<file path="src/rtl/lin_sync_pkg.sv">
package lin_sync_pkg;

    typedef enum logic [1:0] {
        ST_IDLE  = 2'd0,
        ST_ARMED = 2'd1,
        ST_MEAS  = 2'd2
    } meas_state_e;

endpackage

</file>
<file path="src/rtl/lin_rx_sync.sv">
// Synchronizes the receive line and flags a recessive-to-dominant change.
module lin_rx_sync #(
    parameter int STAGES = 2
) (
    input  logic clk_i,
    input  logic rst_ni,
    input  logic rx_i,
    output logic fall_o
);
    localparam int DEPTH = STAGES + 1;

    logic [DEPTH-1:0] pipe_d, pipe_q;

    generate
        if (DEPTH > 1) begin : g_chain
            always_comb pipe_d = {pipe_q[DEPTH-2:0], rx_i};
        end else begin : g_single
            always_comb pipe_d = rx_i;
        end
    endgenerate

    always_ff @(posedge clk_i or negedge rst_ni) begin
        if (!rst_ni) pipe_q <= '1;
        else         pipe_q <= pipe_d;
    end

    // history flop high, newest synchronized sample low
    assign fall_o = pipe_q[DEPTH-1] & ~pipe_q[DEPTH-2];
endmodule

</file>
<file path="src/rtl/lin_tick_div.sv">
// Run-time programmable tick divider, ratio = div_i + 1.
module lin_tick_div #(
    parameter int W = 8
) (
    input  logic         clk_i,
    input  logic         rst_ni,
    input  logic         clr_i,
    input  logic         en_i,
    input  logic [W-1:0] div_i,
    output logic         tick_o
);
    logic [W-1:0] pre_d, pre_q;

    assign tick_o = en_i && (pre_q == div_i);

    always_comb begin
        pre_d = pre_q;
        if (clr_i)      pre_d = '0;
        else if (en_i)  pre_d = tick_o ? '0 : pre_q + 1'b1;
    end

    always_ff @(posedge clk_i or negedge rst_ni) begin
        if (!rst_ni) pre_q <= '0;
        else         pre_q <= pre_d;
    end
endmodule

</file>
<file path="src/rtl/lin_sync_meter.sv">
module lin_sync_meter
    import lin_sync_pkg::*;
#(
    parameter int CNT_W       = 8,
    parameter int PRE_W       = 8,
    parameter int EDGES       = 5,
    parameter int SYNC_STAGES = 2
) (
    input  logic             clk_i,
    input  logic             rst_ni,
    input  logic             rx_i,
    input  logic             brk_i,
    input  logic [PRE_W-1:0] presc_i,
    output logic [CNT_W-1:0] count_o,
    output logic             valid_o,
    output logic             err_o
);
    localparam int               EDGE_W  = $clog2(EDGES + 1);
    localparam logic [EDGE_W-1:0] LAST_E = EDGE_W'(EDGES - 1);
    localparam logic [CNT_W-1:0]  CNT_MAX = '1;

    typedef struct packed {
        meas_state_e       state;
        logic [EDGE_W-1:0] edges;
        logic [CNT_W-1:0]  cnt;
        logic [CNT_W-1:0]  result;
        logic              valid;
        logic              err;
    } regs_t;

    regs_t r_d, r_q;
    logic  fall, tick, start;

    lin_rx_sync #(.STAGES(SYNC_STAGES)) u_sync (
        .clk_i  (clk_i),
        .rst_ni (rst_ni),
        .rx_i   (rx_i),
        .fall_o (fall)
    );

    assign start = !brk_i && (r_q.state == ST_ARMED) && fall;

    lin_tick_div #(.W(PRE_W)) u_div (
        .clk_i  (clk_i),
        .rst_ni (rst_ni),
        .clr_i  (start),
        .en_i   (r_q.state == ST_MEAS),
        .div_i  (presc_i),
        .tick_o (tick)
    );

    always_comb begin
        r_d       = r_q;
        r_d.valid = 1'b0;
        if (brk_i) begin
            // break always re-arms, even over a coincident edge
            r_d.state = ST_ARMED;
            r_d.edges = '0;
            r_d.cnt   = '0;
            r_d.err   = 1'b0;
        end else begin
            unique case (r_q.state)
                ST_ARMED: begin
                    if (fall) begin
                        r_d.state = ST_MEAS;
                        r_d.edges = EDGE_W'(1);
                        r_d.cnt   = '0;
                    end
                end
                ST_MEAS: begin
                    if (fall && r_q.edges == LAST_E) begin
                        // closing edge beats a simultaneous overflow tick
                        r_d.result = r_q.cnt;
                        r_d.valid  = 1'b1;
                        r_d.state  = ST_IDLE;
                    end else begin
                        if (fall) r_d.edges = r_q.edges + 1'b1;
                        if (tick) begin
                            if (r_q.cnt == CNT_MAX) begin
                                r_d.err   = 1'b1;
                                r_d.state = ST_IDLE;
                            end else begin
                                r_d.cnt = r_q.cnt + 1'b1;
                            end
                        end
                    end
                end
                default: ;
            endcase
        end
    end

    always_ff @(posedge clk_i or negedge rst_ni) begin
        if (!rst_ni) begin
            r_q.state  <= ST_IDLE;
            r_q.edges  <= '0;
            r_q.cnt    <= '0;
            r_q.result <= '0;
            r_q.valid  <= 1'b0;
            r_q.err    <= 1'b0;
        end else begin
            r_q <= r_d;
        end
    end

    assign count_o = r_q.result;
    assign valid_o = r_q.valid;
    assign err_o   = r_q.err;
endmodule

</file>
<file path="config.mk">
export PLATFORM = sky130hd
export DESIGN_NAME = lin_sync_meter
export DESIGN_NICKNAME = d
export VERILOG_FILES = /design/src/rtl/lin_sync_pkg.sv /design/src/rtl/lin_rx_sync.sv /design/src/rtl/lin_tick_div.sv /design/src/rtl/lin_sync_meter.sv
export SDC_FILE = /design/constraint.sdc
export NUM_CORES = 1
export LEC_CHECK = 0
export BUFFER_PORTS_ARGS = -buffer_cell sky130_fd_sc_hd__buf_2
export CAP_MARGIN = 20
export CORE_MARGIN = 4
export CORE_UTILIZATION = 57
export DETAILED_ROUTE_END_ITERATION = 8
export PLACE_DENSITY = 0.78
export SETUP_SLACK_MARGIN = 0.2
export SLEW_MARGIN = 20
export SYNTH_ARGS = -nofsm -noshare
export SYNTH_HDL_FRONTEND = slang
export SYNTH_SLANG_ARGS = --single-unit
</file>
<file path="constraint.sdc">
create_clock -name clk_i -period 2.3 [get_ports clk_i]
set_input_delay 0.46 -clock clk_i [delete_from_list [all_inputs] [get_ports clk_i]]
set_output_delay 0.46 -clock clk_i [all_outputs]
set_load 0.02 [all_outputs]
</file>
==> run metrics <==
status complete, no violations; CP peak stage delay 510 ps; Port Buffers 21; clock share of power 26.5%; maxcap violations 0; critical path type reg2reg; most frequent cells after synthesis dfrtp_1 (31), nand2_1 (17), xor2_1 (12); min cycle time layout 2000 ps; DP Wirelength 2620 um; # hold bufs at CTS 0; design area 2010 um2; FF+latch count, synth 34; Site Rows 20; Die ar. 4230 um2; total number of vias 1,436; P&R area growth vs syn 8.36%; clock-pin slew on the worst setup and hold paths 100 ps; maximum VDD drop 0.392 mV; all-layer global routing usage 18.9%; post-synth net total 194; CP cell instances inv_1 -> ha_1 -> and4b_1 -> nand2_1 -> o21ai_1 -> or4_1 -> a21oi_1; TritonCTS clock tree built; # diodes 0; post-synth top area share 41.8%; Slew @ Worst Pin 726 ps; hold slack 173 ps; largest net degree at the start of global routing 35; RSZ-0062 raised after global routing true; DR iter-0 viols 43; CTS Sinks 34; Max Fanout on Critical Path 8; count leader, synth dfrtp_1; Storage cell area 855 um2; num ports 22; Rel. slew slack 51.6%; Worst Setup Start Kind register; power density over the cells 578 nW/um2; wire length per cell 14.9 um; CORE AREA 3080 um2; Die Y 65.1 um; placed inst area 1950 um2; combinational share of power 14.5%; post_cts resized 0; Syn Std Cell Area 1860 um2; share of synthesized flip-flops with an asynchronous set or reset 100%; H-tree depth 2; placer congestion estimate 0.861; period utilization 86.8%; drt total wl 3580 um; sw power 0.338 mW; starting density of the core 60.3%; total gr overflow 0; Seq/Total Area, Yosys 46.0%; Primary FF master, synth dfrtp_1; LEAKAGE 0.938 nW; Mapped Avg Cell Area 10.4 um2; Post-Syn Instances 178; top cells by area, synth dfrtp_1 (42%), xor2_1 (5.7%), mux2_2 (4.9%), dfstp_2 (4.2%), buf_4 (3.6%); sequential share of power 59.0%; vias in the first global route 1,433; fmax 0.501 GHz; Sum Neg Setup Slack 0 ps; Num CTS Buffers 5; sw frac 29.1%; die width 65.1 um; number of enable flip-flop cells after synthesis 0; vias per cell 5.98; final non-filler cell total 240; CP Capture Type register; drt first pass iters 4; Worst Path Required 2560 ps; CTS root buf clkbuf_4; Int Pwr 0.824 mW; final net count 211; Fill cells 252; largest area contributor in the netlist dfrtp_1; Yosys Warn Count 0; antenna viol nets, final 0; drc violations 0; Crit-path slowest cell or4_1; Worst Hold Class in2async; placed cell count 232; Longest Clk Path Bufs 2; first-pass GRT wire length 6190 um; max-slew violation count 0; final setup skew 10.7 ps; Skew-Pair Late Insertion Delay 340 ps; initial antenna violation count 0; Netlist cell types 47; Worst EP arrival 2250 ps; Hold Fails Final Rpt 0; final setup vio count 0; layout cells sized above 1 25.5%; setup bufs post-CTS 0; multi-input logic area 903 um2
[state kept, by name, indices dropped and copies added, names as in the netlist]
| name | cells |
|---|---|
| err_o | 1 |
| valid_o | 1 |
| count_o | 8 |
| u_sync.pipe_q | 3 |
| r_q | 13 |
| u_div.pre_q | 8 |
[power groups by stage]
stage               registers, mW  logic, mW  clock network [mW]
detailed placement          0.697      0.168                   0
global placement            0.693      0.160                   0
finish                      0.686      0.168               0.307
global route                0.693      0.193               0.352
floorplan                   0.684      0.124                   0
CTS                         0.685      0.169               0.319
[path summary, 6_finish.rpt]
path                                       start          endpoint  slack (ps)  cells past startpoint
worst max-delay path                     r_q[18]           r_q[14]         300                      7
worst min-delay path                      rst_ni           r_q[18]         170                      1
worst max register to register           r_q[18]           r_q[14]         300                      7
worst min register to register  u_sync.pipe_q[0]  u_sync.pipe_q[1]         360                      0
max in group asynchronous                 rst_ni           r_q[21]        1660                      1
min in group clk_i                          rx_i  u_sync.pipe_q[0]         220                      1
[layout by cell type (no fill, tap or decap), types with 4 or more instances in the layout]
cell type	Yosys	routed
nand3_1	6	6
a21oi_1	9	8
a211oi_1	5	5
buf_2	3	21
ha_1	4	4
xor2_1	12	12
dfrtp_1	31	31
o21ai_0	4	4
nor2_1	9	9
nand2_1	17	16
mux2_2	8	8
nand4_1	6	6
inv_1	6	6
clkbuf_4	0	5
[logic make-up after synthesis]
group,count (synthesis),synth area share [%]
AO/OA/AOI/OAI,35,13.4
XOR/XNOR,13,6.13
adder cells (fa/ha/maj),4,2.70
buffers and inverters,20,6.06
flip-flops,34,46.0
multiplexers,9,5.39
AND/OR/NAND/NOR,63,20.3
[final cells by class]
| type | count | area share [%] |
|---|---|---|
| inverter | 6 | 1.12 |
| multi-input combinational | 124 | 44.9 |
| tap | 44 | 2.74 |
| clock buffer | 8 | 2.43 |
| timing repair buffer | 24 | 6.34 |
| sequential | 34 | 42.5 |
[layer usage]
layer	track usage [%]	vias up	part of all wire (%)
met1	21.8	702	43
li1	-	685	-
met5	0	-	0
met3	4.85	8	5.1
met2	33.0	41	50
met4	8.03	0	1.7
[stage by stage]
step / worst slack, ps / power (mW) / utilization, %
finish: 304 / 1.16 / 65.4
global route: 190 / 1.24 / 65.4
CTS: 289 / 1.17 / 64.9
detailed placement: 235 / 0.865 / 63.3
global placement: 291 / 0.854 / 63.3
floorplan: 352 / 0.808 / -
[worst max-delay path, delay by kind of cell (launching register included)]
| family | cells | cell delay [ps] |
|---|---|---|
| AND/OR/NAND/NOR | 3 | 850 |
| flip-flops | 1 | 440 |
| AO/OA/AOI/OAI | 2 | 370 |
| adder cells (fa/ha/maj) | 1 | 200 |
| buffers and inverters | 1 | 60 |
Note: power is estimated with default switching activity, not from simulation.
